==> config.mk <==
export PLATFORM = sky130hd
export DESIGN_NAME = rawpack_line_packer
export DESIGN_NICKNAME = d
export VERILOG_FILES = /design/src/rtl/rawpack_pkg.sv /design/src/rtl/rawpack_group_acc.sv /design/src/rtl/rawpack_line_track.sv /design/src/rtl/rawpack_line_packer.sv
export SDC_FILE = /design/constraint.sdc
export NUM_CORES = 1
export LEC_CHECK = 0
export CORE_MARGIN = 3
export CORE_UTILIZATION = 45
export DETAILED_ROUTE_END_ITERATION = 10
export GPL_TIMING_DRIVEN = 0
export PLACE_DENSITY = 0.65
export REMOVE_ABC_BUFFERS = 1
export SLEW_MARGIN = 20
export SYNTH_ARGS = -nofsm -noshare
export SYNTH_HDL_FRONTEND = slang
export SYNTH_HIERARCHICAL = 1
export SYNTH_SLANG_ARGS = --single-unit
==> constraint.sdc <==
create_clock -name clk -period 12.1 [get_ports clk]
set_input_delay 3.025 -clock clk [delete_from_list [all_inputs] [get_ports clk]]
set_output_delay 3.025 -clock clk [all_outputs]
set_load 0.02 [all_outputs]
==> src/rtl/rawpack_pkg.sv <==
package rawpack_pkg;
  function automatic int cdiv(input int a, input int b);
    return (a + b - 1) / b;
  endfunction
endpackage

==> src/rtl/rawpack_group_acc.sv <==
module rawpack_group_acc #(
  parameter int PIX_W  = 10,
  parameter int SLOTS  = 25,
  parameter int WORD_W = 256,
  localparam int SLOT_W = $clog2(SLOTS),
  localparam int PAY_W  = SLOTS * PIX_W
) (
  input  logic              clk,
  input  logic              rst_n,
  input  logic              step,
  input  logic              restart,
  input  logic              wr,
  input  logic              flush,
  input  logic [PIX_W-1:0]  pix,
  output logic              full_next,
  output logic              has_data,
  output logic [WORD_W-1:0] word_next
);
  logic [PAY_W-1:0]  data_q;
  logic [PAY_W-1:0]  base;
  logic [SLOT_W-1:0] slot_q;
  logic [SLOT_W-1:0] slot_eff;

  assign base      = restart ? '0 : data_q;
  assign slot_eff  = restart ? '0 : slot_q;
  assign full_next = wr && (slot_eff == SLOT_W'(SLOTS - 1));
  assign has_data  = wr || (slot_eff != '0);

  for (genvar k = 0; k < SLOTS; k++) begin : g_slot
    assign word_next[k*PIX_W +: PIX_W] =
      (wr && slot_eff == SLOT_W'(k)) ? pix : base[k*PIX_W +: PIX_W];
  end
  assign word_next[WORD_W-1:PAY_W] = '0;

  always_ff @(posedge clk or negedge rst_n) begin
    if (!rst_n) begin
      data_q <= '0;
      slot_q <= '0;
    end else if (step) begin
      if (flush || (restart && !wr)) begin
        data_q <= '0;
        slot_q <= '0;
      end else if (wr) begin
        data_q <= word_next[PAY_W-1:0];
        slot_q <= slot_eff + SLOT_W'(1);
      end
    end
  end
endmodule

==> src/rtl/rawpack_line_track.sv <==
module rawpack_line_track #(
  parameter int MAX_WIDTH = 4224,
  parameter int PCNT_W    = 13,
  parameter int WCNT_W    = 8
) (
  input  logic              clk,
  input  logic              rst_n,
  input  logic              take,
  input  logic              sol,
  input  logic              eol,
  input  logic              word_inc,
  output logic              active,
  output logic              keep,
  output logic              wc_odd,
  output logic [WCNT_W-1:0] word_cnt
);
  logic              in_line_q;
  logic [PCNT_W-1:0] pix_cnt_q;
  logic [PCNT_W-1:0] pc_eff;

  assign active = take && (sol || in_line_q);
  assign pc_eff = sol ? '0 : pix_cnt_q;
  assign keep   = active && (pc_eff < PCNT_W'(MAX_WIDTH));
  assign wc_odd = !sol && word_cnt[0];

  always_ff @(posedge clk or negedge rst_n) begin
    if (!rst_n) begin
      in_line_q <= 1'b0;
      pix_cnt_q <= '0;
      word_cnt  <= '0;
    end else begin
      if (active) begin
        in_line_q <= !eol;
        pix_cnt_q <= keep ? pc_eff + PCNT_W'(1) : pc_eff;
      end
      if (active && sol) word_cnt <= word_inc ? WCNT_W'(1) : '0;
      else if (word_inc) word_cnt <= word_cnt + WCNT_W'(1);
    end
  end
endmodule

==> src/rtl/rawpack_line_packer.sv <==
module rawpack_line_packer
  import rawpack_pkg::*;
#(
  parameter int PIX_W     = 10,
  parameter int SLOTS     = 25,
  parameter int WORD_W    = 256,
  parameter int MAX_WIDTH = 4224,
  localparam int PCNT_W   = $clog2(MAX_WIDTH + 1),
  localparam int MAX_WRDS = 2 * cdiv(MAX_WIDTH, 2 * SLOTS),
  localparam int WCNT_W   = $clog2(MAX_WRDS + 1),
  localparam int BYTE_SH  = $clog2(WORD_W / 8),
  localparam int BYTES_W  = WCNT_W + BYTE_SH
) (
  input  logic               clk,
  input  logic               rst_n,
  input  logic               in_valid,
  output logic               in_ready,
  input  logic [PIX_W-1:0]   in_pix,
  input  logic               in_sol,
  input  logic               in_eol,
  output logic               out_valid,
  input  logic               out_ready,
  output logic [WORD_W-1:0]  out_data,
  output logic               out_last,
  output logic [BYTES_W-1:0] line_bytes
);
  logic take, active, keep, wc_odd, close, emit, load, word_inc;
  logic full_next, has_data, pad_pend, out_hs, after_odd;
  logic [WORD_W-1:0] word_next;
  logic [WCNT_W-1:0] word_cnt;

  assign in_ready  = !out_valid && !pad_pend;
  assign take      = in_valid && in_ready;
  assign out_hs    = out_valid && out_ready;
  assign close     = active && in_eol;
  assign emit      = full_next || (close && has_data);
  assign after_odd = wc_odd ^ emit;
  assign load      = emit || (close && wc_odd);
  assign word_inc  = (take && load) || (out_hs && pad_pend);

  rawpack_line_track #(
    .MAX_WIDTH(MAX_WIDTH), .PCNT_W(PCNT_W), .WCNT_W(WCNT_W)
  ) track_i (
    .clk(clk), .rst_n(rst_n), .take(take), .sol(in_sol), .eol(in_eol),
    .word_inc(word_inc), .active(active), .keep(keep), .wc_odd(wc_odd),
    .word_cnt(word_cnt)
  );

  rawpack_group_acc #(
    .PIX_W(PIX_W), .SLOTS(SLOTS), .WORD_W(WORD_W)
  ) acc_i (
    .clk(clk), .rst_n(rst_n), .step(active), .restart(in_sol), .wr(keep),
    .flush(emit), .pix(in_pix), .full_next(full_next), .has_data(has_data),
    .word_next(word_next)
  );

  always_ff @(posedge clk or negedge rst_n) begin
    if (!rst_n) begin
      out_valid  <= 1'b0;
      out_data   <= '0;
      out_last   <= 1'b0;
      pad_pend   <= 1'b0;
      line_bytes <= '0;
    end else if (out_hs) begin
      if (out_last) line_bytes <= {word_cnt, {BYTE_SH{1'b0}}};
      if (pad_pend) begin
        out_data <= '0;
        out_last <= 1'b1;
        pad_pend <= 1'b0;
      end else begin
        out_valid <= 1'b0;
        out_last  <= 1'b0;
      end
    end else if (take && load) begin
      out_valid <= 1'b1;
      out_data  <= emit ? word_next : '0;
      out_last  <= close && !(emit && after_odd);
      pad_pend  <= close && emit && after_odd;
    end
  end
endmodule

# Word-level counts from Yosys, hierarchy flattened
# Cells that the tools add are included.
[classes] n_eq_ne=26 bitwise_logic=1 muxes=48 div_mod_pow=0 mul=0 n_reduce_logical=63 n_lt_le_gt_ge=1 shifts=0 add_sub_neg=3
[op_table] operator="$mux W250" n=4
[op_table] operator="$mux W256" n=3
[op_table] operator="$mux W10" n=25
[op_table] operator="$eq A5 B5 Y1 const B" n=9
[op_table] operator="$logic_and A1 B1 Y1" n=42
[op_table] operator="$eq A5 B4 Y1 const B" n=8
[op_table] operator="$mux W13" n=2
[op_table] operator="$eq A5 B3 Y1 const B" n=4
[op_table] operator="$mux W8" n=2
[op_table] operator="$mux W5" n=3
[op_table] operator="$add A13 B1 Y13 const B" n=1
[op_table] operator="$lt A13 B13 Y1 const B" n=1
[op_table] operator="$eq A5 B2 Y1 const B" n=2
[op_table] operator="$mux W1" n=9
[op_table] operator="$add A8 B1 Y8 const B" n=1
[op_table] operator="$reduce_and A2 Y1" n=4
[op_table] operator="$logic_not A1 Y1" n=6
[op_table] operator="$logic_or A1 B1 Y1" n=6
[op_table] operator="$reduce_bool A2 Y1" n=3
[op_table] operator="$add A5 B1 Y5 const B" n=1
[op_table] operator="$eq A5 B1 Y1 const B" n=1
[op_table] operator="$logic_not A5 Y1" n=1
[op_table] operator="$reduce_bool A5 Y1" n=1
[op_table] operator="$ne A2 B2 Y1 const B" n=2
[op_table] operator="$xor A1 B1 Y1" n=1
[word_totals] ramBits=0 memories=0 rom_bits=0 elab_cells=152 out_inout_bits=272 in_bits=16 register_bits=544 latchBits=0

# Depth between registers and ports, before layout
# Gate-level depths: netlist of the first run.
[logic_depth] depth_word=14 mapped_depth=21 ltp_nobuf=12

# Modules after synthesis
# Netlist of the first run, hierarchy kept.
[by_module_without_submodules] module="rawpack_group_acc" area_per_inst_um2=17142.7 seq_area_each_um2=6381.1 cells_each=1997 n_inst=1
[by_module_without_submodules] module="rawpack_line_packer" area_per_inst_um2=12490.7 seq_area_each_um2=6681.4 cells_each=1189 n_inst=1
[by_module_without_submodules] module="rawpack_line_track" area_per_inst_um2=1162.4 seq_area_each_um2=550.5 cells_each=118 n_inst=1

# Least setup slack after synthesis of the first run
# No wires, ideal clock.
[synth_path] kind="input to register" startpoint="input port in_valid" endpoint="register acc_i.data_q[150]" setup_time_ns=0.121 t_required_ns=11.979 arrival_ns=6.437 setup_slack_ns=5.542 cell_stages=19 path_cell_list="nor3b_4 > and2_4 > buf_6 > a211o_1 > buf_6 > buf_2 > buf_2 > nand4b_1 > or2_2 > clkbuf_1 > inv_1 > a31o_2 > buf_2 > clkbuf_1 > and3b_1 > clkbuf_1 > and2_0 > buf_1 > a22o_1"
[synth_between] elab_cells_between_ends=17
[synth_rtl] element="start: declaration" line_no="rawpack_line_packer.sv:16" text="input logic in_valid,"
[synth_rtl] element="$logic_and A1 B1 Y1 (*)" line_no="rawpack_line_packer.sv:33" text="assign take = in_valid && in_ready;"
[synth_rtl] element="$logic_and A1 B1 Y1 (*)" line_no="rawpack_line_track.sv:21" text="assign active = take && (sol || in_line_q);"
[synth_rtl] element="$logic_and A1 B1 Y1 (*)" line_no="rawpack_line_track.sv:23" text="assign keep = active && (pc_eff < PCNT_W'(MAX_WIDTH));"
[synth_rtl] element="net keep" line_no="rawpack_line_packer.sv:27" text="logic take, active, keep, wc_odd, close, emit, load, word_inc;"
[synth_rtl] element="$logic_and A1 B1 Y1 (*)" line_no="rawpack_group_acc.sv:26" text="assign full_next = wr && (slot_eff == SLOT_W'(SLOTS - 1));"
[synth_rtl] element="net full_next" line_no="rawpack_line_packer.sv:28" text="logic full_next, has_data, pad_pend, out_hs, after_odd;"
[synth_rtl] element="$logic_or A1 B1 Y1 (*)" line_no="rawpack_line_packer.sv:36" text="assign emit = full_next || (close && has_data);"
[synth_rtl] element="net emit" line_no="rawpack_line_packer.sv:27"
[synth_rtl] element="$logic_or A1 B1 Y1 (*)" line_no="rawpack_group_acc.sv:40" text="if (flush || (restart && !wr)) begin"
[synth_rtl] element="$reduce_bool A2 Y1 (no line)"
[synth_rtl] element="$reduce_and A2 Y1 (no line)"
[synth_rtl] element="end signal: assignment" line_no="rawpack_group_acc.sv:44" text="data_q <= word_next[PAY_W-1:0];"
[synth_rtl] element="end: declaration" line_no="rawpack_group_acc.sv:19" text="logic [PAY_W-1:0] data_q;"
# The timed path passes the listed nets; every way through them passes the cells marked *. The select of a mux whose other input is x is not followed.
# A chain may end at the register's enable or synchronous reset.

# Worst setup path in the final report of the first run
[layout_path] startpoint="input port in_valid" endpoint="register acc_i.data_q[95]"
[layout_between] elab_cells_between_ends=17
[layout_rtl] element="$logic_and A1 B1 Y1 (*)" line_no="rawpack_line_packer.sv:33"
[layout_rtl] element="net take" line_no="rawpack_line_packer.sv:27"
[layout_rtl] element="$logic_and A1 B1 Y1 (*)" line_no="rawpack_line_track.sv:21"
[layout_rtl] element="$logic_and A1 B1 Y1 (*)" line_no="rawpack_line_track.sv:23"
[layout_rtl] element="net keep" line_no="rawpack_line_packer.sv:27"
[layout_rtl] element="$logic_and A1 B1 Y1 (*)" line_no="rawpack_group_acc.sv:26"
[layout_rtl] element="net full_next" line_no="rawpack_line_packer.sv:28"
[layout_rtl] element="$logic_or A1 B1 Y1 (*)" line_no="rawpack_line_packer.sv:36"
[layout_rtl] element="$logic_or A1 B1 Y1 (*)" line_no="rawpack_group_acc.sv:40"
[layout_rtl] element="$reduce_bool A2 Y1 (no line)"
[layout_rtl] element="$reduce_and A2 Y1 (no line)"
# Marks and branches as above.

==> results.md, run 1 <==
- The most used flip-flop cell after synthesis is sky130_fd_sc_hd__dfrtp_1.
- Yosys attributes the largest share of cell area to sky130_fd_sc_hd__dfrtp_1 (44%), sky130_fd_sc_hd__o211ai_1 (11%), sky130_fd_sc_hd__mux2i_1 (9.0%), sky130_fd_sc_hd__nand2_1 (6.5%), sky130_fd_sc_hd__nand3_1 (6.4%).
- The antenna cell count is 0.
- The largest family of logic cells by synthesized area is simple AND/OR/NAND/NOR gates.
- Wires add up to 100 mm.
- The residual antenna-violating net count after detailed routing is 0.
- The library cell used most frequently in the layout, excluding fill and tap cells, is sky130_fd_sc_hd__dfrtp_1.
- Across the routed clock network, the largest skew measured is between 0.02 and 0.03 ns.
- The top cell types in the final layout, fill and taps aside, are sky130_fd_sc_hd__dfrtp_1 (542), sky130_fd_sc_hd__nand2_1 (535), sky130_fd_sc_hd__o211ai_1 (444), sky130_fd_sc_hd__nand3_1 (393), sky130_fd_sc_hd__mux2i_1 (277).
- The largest single stage delay on the critical path is roughly 0.76 ns.
- The synthesized area per cell is just over 9 um2.
- The leakage power of the design is 0.0141 uW.
- The average wire length per cell after detail routing is approximately 23 um.
- Counting flops and latches in the post-synthesis netlist gives ~540.
- Entering global routing, the biggest net connects about 140 pins.
- The min-delay analysis places its worst path in the category register to register.
- After floorplanning, the core was divided into between 90 and 100 placement rows.
- At the worst endpoint, the required time is 12.59 ns.
- The setup fix buffers added after clock tree synthesis is 0.
- The total negative slack for setup checks is 0 ns.
- The final setup violation count is 0.
- The largest area contributor in the synthesized netlist is sky130_fd_sc_hd__dfrtp_1.
- The wire length of the first global-routing pass is about 160 mm.
- In this run the tightest slew margin relative to its limit is 22.7%.
- The capturing element type of the critical path is a register.
- The clock tree root buffer cell is sky130_fd_sc_hd__clkbuf_16.
- The first-iteration detailed-routing DRC count is around 2.5k.
- The area overhead of the layout relative to synthesis is 20.6%.
- The number of max-cap violations is 0.
- The region available for standard cell placement spans 67500 um2.
- Summing the areas of all xor and xnor instances in the mapped netlist gives 0.483% of the synthesized area.
- The family with the most delay on the worst path is buffers and inverters.
- After Yosys synthesis, full adders, half adders and majority gates account for less than 1% of the synthesized area.
- The vias after detailed routing is ~26k.
- The clock reaches the later pin of the worst-skew pair after 0.63 ns.
- The critical path contains buffers and inverters numbering 9 combined.
- The minimum period implied by the final worst setup slack is a little over 8 ns.
- The fraction of final layout cells with drive strength greater than 1 is 11.1%.
- Sequential elements use around 44% of the synthesized area.
- Clock-pin slew was measured on the worst setup and hold paths at approximately 0.06 ns.
- The library cell appearing most often on the critical path is sky130_fd_sc_hd__buf_4.
- The detailed placement HPWL is around 65 mm.
- Of the available clock period, the critical path in the final layout requires 67.2%.
- The total of warnings raised by yosys is 6.
- The die span in x is approximately 270 um.
- Traced cell by cell, the critical path runs through clkdlybuf4s50_1, nor3b_4, and4bb_1, a211o_2, nand4b_1, or2_2, inv_1, a31o_4, buf_16, nor4bb_4, buf_4, buf_4, buf_4, buf_4, buf_6, buf_6, o211ai_1, o211ai_1.
- The number of gates resized after CTS was 0.
- The die area is roughly 70000 um2.
- The number of enable flip-flop cells after synthesis is 0.
- The H-tree generated during clock tree synthesis spans 2 levels.
- The synthesized netlist occupies a cell area of between 30000 and 40000 um2.
- The count of placed standard cells in the final layout, fillers left out is ~4.3k.
- Pin placement for this block handled between 200 and 300 I/O pins.
- The total power divided by cell area is between 100 and 150 nW/um2.
- The run finished with clean final reports.
- The maximum fanout count along the critical path is between 60 and 70.
- The number of cells after detailed placement is between 4k and 5k.
- The initial antenna violation count is 1.
- The number of detailed-route iterations in the first pass is 5.
- Setup repair after global routing left no endpoint under its margin.
- The sort of element at the start of the critical path is an input pin.
- After detailed routing, the number of vias per cell comes to just over 6.
- The net count of the finished layout is 3407.
- The quantity of hold-fixing buffers added after cts is 0.
- The share of cell area taken by muxes after synthesis is about an eighth.
- The synthesized design devotes to its leading area cell type roughly 44% of total area.
- The kind of critical path is input pin to register.
- The congestion estimate from routability-driven global placement came to about 0.8.
- Across the VDD grid, the largest voltage drop is roughly 0.12 mV.
- The total clock buffers created by CTS is about 60.
- The clock passes through at most 3 buffers.
- The max-slew violation count was 0.
- The number of inserted filler cells in the final layout is roughly 5.8k.
- The cell count after synthesis is about 3.3k.
- Summed over all layers, the global routing overflow is 0.
- The synthesized netlist devotes approximately a fifth of its cell area to simple gates.
- The initial standard-cell utilization of the core is between 40 and 50%.
- For the pin with the worst max-slew slack, the measured transition is ~1.2 ns.
- The synthesized netlist devotes between 10% and 20% of its cell area to compound gates.
- The number of clock sinks is roughly 540.
- The final-report hold violation count is 0.
- The achievable frequency is around 120 MHz.
- The largest individual stage delay along the critical path comes from the cell sky130_fd_sc_hd__a211o_2.
- The number of global-route vias before repair was ~27k.
- The number of unique standard cell types used by synthesis is 66.
- In the synthesized netlist the async set-or-reset flop fraction comes to 100%.
- Data arrives at the worst endpoint at 8.62 ns.
- The die height is ~270 um.
- The count of buffers from port buffering is about 280.
- The completed layout was analyzed and its total power is 5030 uW.
- The remaining routing DRC violations is 0.
- TritonCTS built the clock tree.
- The total track usage is around 27%.
final cells by class:
class / instances / area, um2 / area share, %
Clock inverter: 41 / 568 / 1.53
Sequential cell: 544 / 13600 / 36.7
Clock buffer: 74 / 1650 / 4.43
Tap cell: 873 / 1090 / 2.94
Inverter: 7 / 26.3 / 0.0707
Multi-Input combinational cell: 2370 / 15500 / 41.7
Timing Repair Buffer: 403 / 4710 / 12.7
per-stage QoR:
stage	worst slack, ns	util, %	hold slack (ns)	instance area (um2)
floorplan	-12.49	-	0.449	29000
global placement	-37.94	48.7	0.464	32900
detailed placement	3.46	51.7	0.467	34900
CTS	4.11	55.0	0.487	37100
global route	3.67	55.0	0.503	37100
finish	3.96	55.0	0.484	37100
sequential cells by signal, indices dropped and copies added (netlist names):
| name | cells |
|---|---|
| acc_i/data_q | 250 |
| track_i/in_line_q | 1 |
| track_i/pix_cnt_q | 13 |
| line_bytes | 8 |
| pad_pend | 1 |
| out_data | 256 |
| out_last | 1 |
| out_valid | 1 |
| track_i/word_cnt | 8 |
| acc_i/slot_q | 5 |
power by group:
| part | switching [uW] | internal, uW | leakage (uW) |
|---|---|---|---|
| registers | 61.8 | 1860 | 0.00758 |
| clock network | 810 | 1250 | 0.00108 |
| logic | 726 | 320 | 0.00540 |
synthesized netlist by cell type (all sizes together), types with 6 or more instances:
| library cell | instances |
|---|---|
| or3 | 13 |
| nor3 | 8 |
| o2bb2ai | 10 |
| nand3 | 394 |
| mux2i | 277 |
| o21ai | 135 |
| a21oi | 17 |
| nand2 | 536 |
| mux2 | 109 |
| or2 | 7 |
| xor2 | 9 |
| inv | 7 |
| xnor2 | 8 |
| buf | 128 |
| o311ai | 11 |
| clkbuf | 264 |
| dfrtp | 544 |
| nor4bb | 6 |
| o211ai | 444 |
| nand4bb | 6 |
| nand4b | 15 |
| nor2b | 108 |
| nor2 | 25 |
| nand2b | 153 |
| a22o | 12 |
kinds of logic after synthesis:
family          Yosys count
simple gates           1308
compound gates          644
flops                   544
buf+inv                 399
mux                     386
xor+xnor                 17
fa+ha+maj                 4
other cells               2
final timing paths:
check                                 startpoint               endpoint  slack [ns]  cells after the start
max                                     in_valid       acc_i/data_q[95]        3.96                     18
min                        track_i/pix_cnt_q[12]  track_i/pix_cnt_q[12]        0.48                      1
max reg2reg                            out_valid       acc_i/data_q[95]        6.28                     17
min reg2reg                track_i/pix_cnt_q[12]  track_i/pix_cnt_q[12]        0.48                      1
max in group asynchronous                  rst_n           out_data[66]        7.70                      5
min in group asynchronous                  rst_n          out_data[254]        2.39                      1
routing by layer:
metal	track usage (%)	wire length, um
met5	0	0
met4	9.64	3380
met3	4.57	6880
met2	45.0	48000
met1	36.8	41900
No activity file was read; power rests on OpenSTA's default activity.
==> run 2: changes to the inputs <==
==> constraint.sdc (replaced) <==
create_clock -name clk -period 8.5 [get_ports clk]
set_input_delay 2.125 -clock clk [delete_from_list [all_inputs] [get_ports clk]]
set_output_delay 2.125 -clock clk [all_outputs]
set_load 0.02 [all_outputs]
==> results of run 2 <==
The final DEF is identical to that of run 1. Status: finished, final reports clean.
Among the figures that moved: setup slack after placement 3.46 ns -> 0.765 ns; setup slack after layout 3.96 ns -> 1.26 ns; register-to-register setup slack 6.28 ns -> 2.68 ns; total power 5030 uW -> 7160 uW; worst IR drop on VDD 0.118 mV -> 0.167 mV
